### config.mk
export PLATFORM = sky130hd
export DESIGN_NAME = pong_field_render
export DESIGN_NICKNAME = d
export VERILOG_FILES = /design/src/rtl/pong_pkg.sv /design/src/rtl/pf_layer_mix.sv /design/src/rtl/pf_shapes.sv /design/src/rtl/pf_paddle_ctrl.sv /design/src/rtl/pong_field_render.sv
export SDC_FILE = /design/constraint.sdc
export NUM_CORES = 1
export LEC_CHECK = 0
export ABC_AREA = 1
export ABC_CLOCK_PERIOD_IN_PS = 3500
export BUFFER_PORTS_ARGS = -buffer_cell sky130_fd_sc_hd__buf_2
export CELL_PAD_IN_SITES_DETAIL_PLACEMENT = 0
export CELL_PAD_IN_SITES_GLOBAL_PLACEMENT = 1
export CORE_MARGIN = 2
export CORE_UTILIZATION = 38
export CTS_CLUSTER_SIZE = 8
export DETAILED_ROUTE_END_ITERATION = 8
export GPL_TIMING_DRIVEN = 0
export PLACE_DENSITY_LB_ADDON = 0.3
export SYNTH_ARGS = -nofsm -noshare
export SYNTH_HDL_FRONTEND = slang
export SYNTH_SLANG_ARGS = --single-unit
### constraint.sdc
create_clock -name clk -period 3.5 [get_ports clk]
set_clock_uncertainty 0.2 [all_clocks]
set_input_delay 0.7 -clock clk [delete_from_list [all_inputs] [get_ports clk]]
set_output_delay 0.7 -clock clk [all_outputs]
set_load 0.03 [all_outputs]
### src/rtl/pong_pkg.sv
package pong_pkg;
  typedef logic [2:0] rgb_t;

  localparam rgb_t C_BLACK = 3'b000;
  localparam rgb_t C_GREEN = 3'b010;
  localparam rgb_t C_WHITE = 3'b111;
  localparam rgb_t C_BLUE  = 3'b001;

  // one drawing layer: colour and coverage flag
  typedef struct packed {
    rgb_t col;
    logic vld;
  } layer_t;

  // layers above the background, lowest priority first
  localparam int N_LAYERS = 4;
  localparam int L_TABLE  = 0;
  localparam int L_MID    = 1;
  localparam int L_NET    = 2;
  localparam int L_PAD    = 3;
endpackage

### src/rtl/pf_layer_mix.sv
module pf_layer_mix
  import pong_pkg::*;
(
  input  layer_t lo_i,
  input  layer_t hi_i,
  output layer_t mix_o
);
  always_comb begin
    if (hi_i.vld) mix_o = hi_i;
    else          mix_o = lo_i;
  end
endmodule

### src/rtl/pf_shapes.sv
module pf_shapes
  import pong_pkg::*;
#(
  parameter int XW       = 10,
  parameter int YW       = 10,
  parameter int TAB_Y0   = 40,
  parameter int TAB_Y1   = 439,
  parameter int MID_Y0   = 239,
  parameter int MID_H    = 2,
  parameter int NET_X0   = 318,
  parameter int NET_W    = 4,
  parameter int PAD_X0   = 16,
  parameter int PAD_W    = 10,
  parameter int PAD_H    = 50,
  parameter int CHK_BIT  = 3
)(
  input  logic [XW-1:0]       x_i,
  input  logic [YW-1:0]       y_i,
  input  logic [YW-1:0]       pad_y_i,
  output layer_t [N_LAYERS-1:0] lay_o
);
  localparam logic [YW-1:0] TY0 = YW'(TAB_Y0);
  localparam logic [YW-1:0] TY1 = YW'(TAB_Y1);
  localparam logic [YW-1:0] MY0 = YW'(MID_Y0);
  localparam logic [YW-1:0] MY1 = YW'(MID_Y0 + MID_H - 1);
  localparam logic [XW-1:0] NX0 = XW'(NET_X0);
  localparam logic [XW-1:0] NX1 = XW'(NET_X0 + NET_W - 1);
  localparam logic [XW-1:0] PX0 = XW'(PAD_X0);
  localparam logic [XW-1:0] PX1 = XW'(PAD_X0 + PAD_W - 1);
  localparam logic [YW:0]   PDY = (YW+1)'(PAD_H - 1);

  logic in_table, in_mid, in_net, in_pad, chk;
  logic [YW:0] pad_bot;

  always_comb begin
    in_table = (y_i >= TY0) && (y_i <= TY1);
    in_mid   = (y_i >= MY0) && (y_i <= MY1);
    in_net   = (x_i >= NX0) && (x_i <= NX1) && in_table;
    pad_bot  = {1'b0, pad_y_i} + PDY;
    in_pad   = (x_i >= PX0) && (x_i <= PX1) &&
               (y_i >= pad_y_i) && ({1'b0, y_i} <= pad_bot);
    chk      = x_i[CHK_BIT] ^ y_i[CHK_BIT];

    lay_o[L_TABLE] = '{col: (chk ? C_GREEN : C_BLACK), vld: in_table};
    lay_o[L_MID]   = '{col: C_WHITE, vld: in_mid};
    lay_o[L_NET]   = '{col: C_BLACK, vld: in_net};
    lay_o[L_PAD]   = '{col: C_BLUE,  vld: in_pad};
  end
endmodule

### src/rtl/pf_paddle_ctrl.sv
module pf_paddle_ctrl #(
  parameter int YW      = 10,
  parameter int STEP    = 2,
  parameter int Y_MAX   = 430,
  parameter int Y_RESET = 214
)(
  input  logic          clk,
  input  logic          rst_n,
  input  logic          tick_i,
  input  logic          down_i,
  output logic [YW-1:0] pad_y_o
);
  localparam int CW = YW + 2;
  localparam logic signed [CW-1:0] STEP_S = CW'(STEP);
  localparam logic signed [CW-1:0] MAX_S  = CW'(Y_MAX);
  localparam logic [YW-1:0]        RST_V  = YW'(Y_RESET);

  logic [YW-1:0]        pad_q, pad_d;
  logic signed [CW-1:0] cand;
  logic                 in_range;
  logic                 upd_en;

  always_comb begin
    cand     = $signed({2'b00, pad_q}) + (down_i ? STEP_S : -STEP_S);
    in_range = !cand[CW-1] && (cand <= MAX_S);
    upd_en   = tick_i && in_range;
    pad_d    = cand[YW-1:0];
  end

  always_ff @(posedge clk or negedge rst_n) begin
    if (!rst_n)      pad_q <= RST_V;
    else if (upd_en) pad_q <= pad_d;
  end

  assign pad_y_o = pad_q;
endmodule

### src/rtl/pong_field_render.sv
module pong_field_render
  import pong_pkg::*;
#(
  parameter int XW = 10,
  parameter int YW = 10
)(
  input  logic          clk,
  input  logic          rst_n,
  input  logic          frame_tick,
  input  logic          btn_down,
  input  logic          active,
  input  logic [XW-1:0] px_x,
  input  logic [YW-1:0] px_y,
  output logic [2:0]    rgb,
  output logic [YW-1:0] paddle_y
);
  layer_t [N_LAYERS-1:0] lay;
  layer_t [N_LAYERS:0]   stage;

  pf_paddle_ctrl #(.YW(YW)) u_pad (
    .clk     (clk),
    .rst_n   (rst_n),
    .tick_i  (frame_tick),
    .down_i  (btn_down),
    .pad_y_o (paddle_y)
  );

  pf_shapes #(.XW(XW), .YW(YW)) u_shapes (
    .x_i     (px_x),
    .y_i     (px_y),
    .pad_y_i (paddle_y),
    .lay_o   (lay)
  );

  assign stage[0] = '{col: C_BLACK, vld: 1'b1};

  for (genvar i = 0; i < N_LAYERS; i++) begin : g_mix
    pf_layer_mix u_mix (
      .lo_i  (stage[i]),
      .hi_i  (lay[i]),
      .mix_o (stage[i+1])
    );
  end

  assign rgb = active ? stage[N_LAYERS].col : C_BLACK;
endmodule

==> results.yml <==
die:
  initial_core_util_pct: 40.1
  row_count: 24
  die_area_mm2: 0.00525
  io_pins: 38
  coreArea_mm2: 0.00444
  die_h_um: 72.5
  die_x_um: 72.5
routing:
  routed_wl_um: 4520
  avgViaCountPerCell: 5.00
  wl_per_cell_um: 12.0
  detail-route-antenna-nets: 0
  drtPass1Iterations: 4
  drc_errors: 0
  via_count: 1885
  drt_iter0_drc: 88
synthesis:
  synth_nets: 335
  syn_area_mm2: 0.00178
  yosysUniqueCellTypes: 30
  synth-seq-area-share_pct: 13.0
  ys_ff_latch: 9
  synth_warnings: 0
  synth_cells: 283
  syn_area_per_cell_um2: 6.30
hold_path:
  hold_path_class: "in2async"
clock_network:
  clock_latency_ps: 230
  root_buffer: "clkbuf_8"
  cts_num_sinks: 9
  cts_max_level: 1
  holdBufCountCts: 0
  cts_tree: "done"
  cts_made_buffers: 3
  clk_path_buf_depth: 2
  clk_pin_slew_worst_paths_ps: 40
sta:
  rsz0062_at_grt: "true"
  drv_slew: 0
  fmax_ghz: 0.295
  fin_crit_ps: 3390
  final-setup-viol-count: 0
  hold_viol: 0
  period_share_pct: 96.8
critical_path:
  critPathLaunchType: "flip-flop"
  r2r_setup_slack_ps: 970
  cp.required_ps: 2600
  crit_type: "reg2out"
  endpoint_kind: "output pin"
  cp_max_fo: 3
  cp.arrival_ps: 2490
global_route:
  antenna_found_initial: 0
  gr-total-overflow: 0
  grt_start_max_net_pins: 12
  track_usage_pct: 17.8
  grt_pass1_vias: 1675
  grt_first_pass_wirelength_um: 7510
placed_design:
  gp_congestion: 0.820
  dp_hpwl_um: 3770
  port_buffers: 36
  dp_cells: 371
  dpl_cell_area_mm2: 0.00203
finish:
  final_cell_area_mm2: 0.00216
  utilization_pct: 48.6
  layout_common_cells: "79 x nand2_1, 39 x inv_1, 33 x buf_2"
  largest_reg_flops: 9
  area_growth_pct: 21.2
  final_common_cell: "nand2_1"
  stdcell_count: 377
  drive_gt1_share_pct: 23.4
  antennaDiodeCount: 0
  final_nets: 378
pwr:
  ir_worst_vdd_mv: 0.392
  p_comb_share_pct: 75.8
  pwr-share-seq_pct: 16.2
  p_per_area_mw_per_mm2: 675
  swShare_pct: 55.9
  power_uw: 1460
  p_int_uw: 643
  p_switching_uw: 816
  p_clk_share_pct: 8.0
  p_leak_uw: 0.00118
flow_run:
  cap_violations: 0
status:
  outcome: "complete, no violations"
==> worst max-delay path: stages, from the launching register on <==
cell and delay (ps):
dfstp_2 560, inv_4 60, ha_4 170, nor2_4 100
nand2_1 60, xor2_1 150, ha_1 330, a21o_1 180
a21oi_2 150, nand3_2 80, nand3_2 80, nand3_1 90
nand2_1 80, inv_1 50, buf_6 130
==> stage by stage <==
step	TNS (ps)	setup WS, ps	hold slack (ps)
2_1_floorplan	0	157	204
3_3_place_gp	0	46.7	291
3_5_place_dp	0	33.8	292
4_1_cts	0	17.2	112
5_1_grt	-45.2	-19.6	126
6_report	0	111	115
==> final cells by class <==
cell class	instances	area, um2
buffer	1	7.51
clock buffer	4	45.0
fill	454	2280
inverter	44	168
multi-input combinational	229	1430
sequential	9	231
tap	52	65.1
timing repair buffer	38	210
==> cell usage after synthesis, drive strengths merged <==
cell type,n,area (um2)
nand3b,4,30.0
nor3b,1,7.51
nor2,25,126
xor2,4,35.0
buf,1,7.51
a21o,1,7.51
ha,26,325
xnor2,1,8.76
fa,1,20.0
or2,1,6.26
dfstp,5,131
nand3,26,160
o21a,1,7.51
nand4,18,113
a21oi,15,78.8
a21boi,1,7.51
dfrtp,4,100
nand2,87,357
conb,1,3.75
nor3,8,40.0
inv,44,165
o21ai,8,43.8
==> what timing repair did <==
action | in CTS | in global routing
buffers inserted | 1 | 1
pin swaps | 2 | 5
resized for setup | 12 | 9
setup endpoints to repair | 3 | 3
==> logic make-up (layout without fill, tap and decap cells) <==
logic type      after synthesis  in the layout  synth area share (%)
compound gates               26             26                  8.15
xor+xnor                      5              5                  2.46
fa+ha+maj                    27             27                  19.4
buf+inv                      45             87                  9.69
flops                         9              9                  13.0
other cells                   1              1                 0.210
simple gates                170            170                  47.1
==> worst paths after layout <==
kind	depth (start not counted)	startpoint	to
max	14	u_pad.pad_y_o[4]	rgb[2]
min	1	rst_n	u_pad.pad_y_o[8]
max reg2reg	10	u_pad.pad_y_o[1]	u_pad.pad_y_o[8]
min reg2reg	2	u_pad.pad_y_o[2]	u_pad.pad_y_o[2]
max in group asynchronous	1	rst_n	u_pad.pad_y_o[7]
min in group clk	2	u_pad.pad_y_o[2]	u_pad.pad_y_o[2]
==> metal layers <==
metal	GRT usage, %	share of wire, %
met3	1.94	4.5
met4	2.06	0.57
met2	30.5	46
met5	0	0
met1	25.0	49
==> power by group through the flow <==
stage / Combinational (uW) / Clock, uW / Sequential, uW
3_5_place_dp: 1020 / 0 / 244
6_report: 1110 / 117 / 237
4_1_cts: 1070 / 120 / 237
3_3_place_gp: 1010 / 0 / 245
2_1_floorplan: 732 / 0 / 294
5_1_grt: 1250 / 125 / 245
Note: power is estimated with default switching activity, not from simulation.
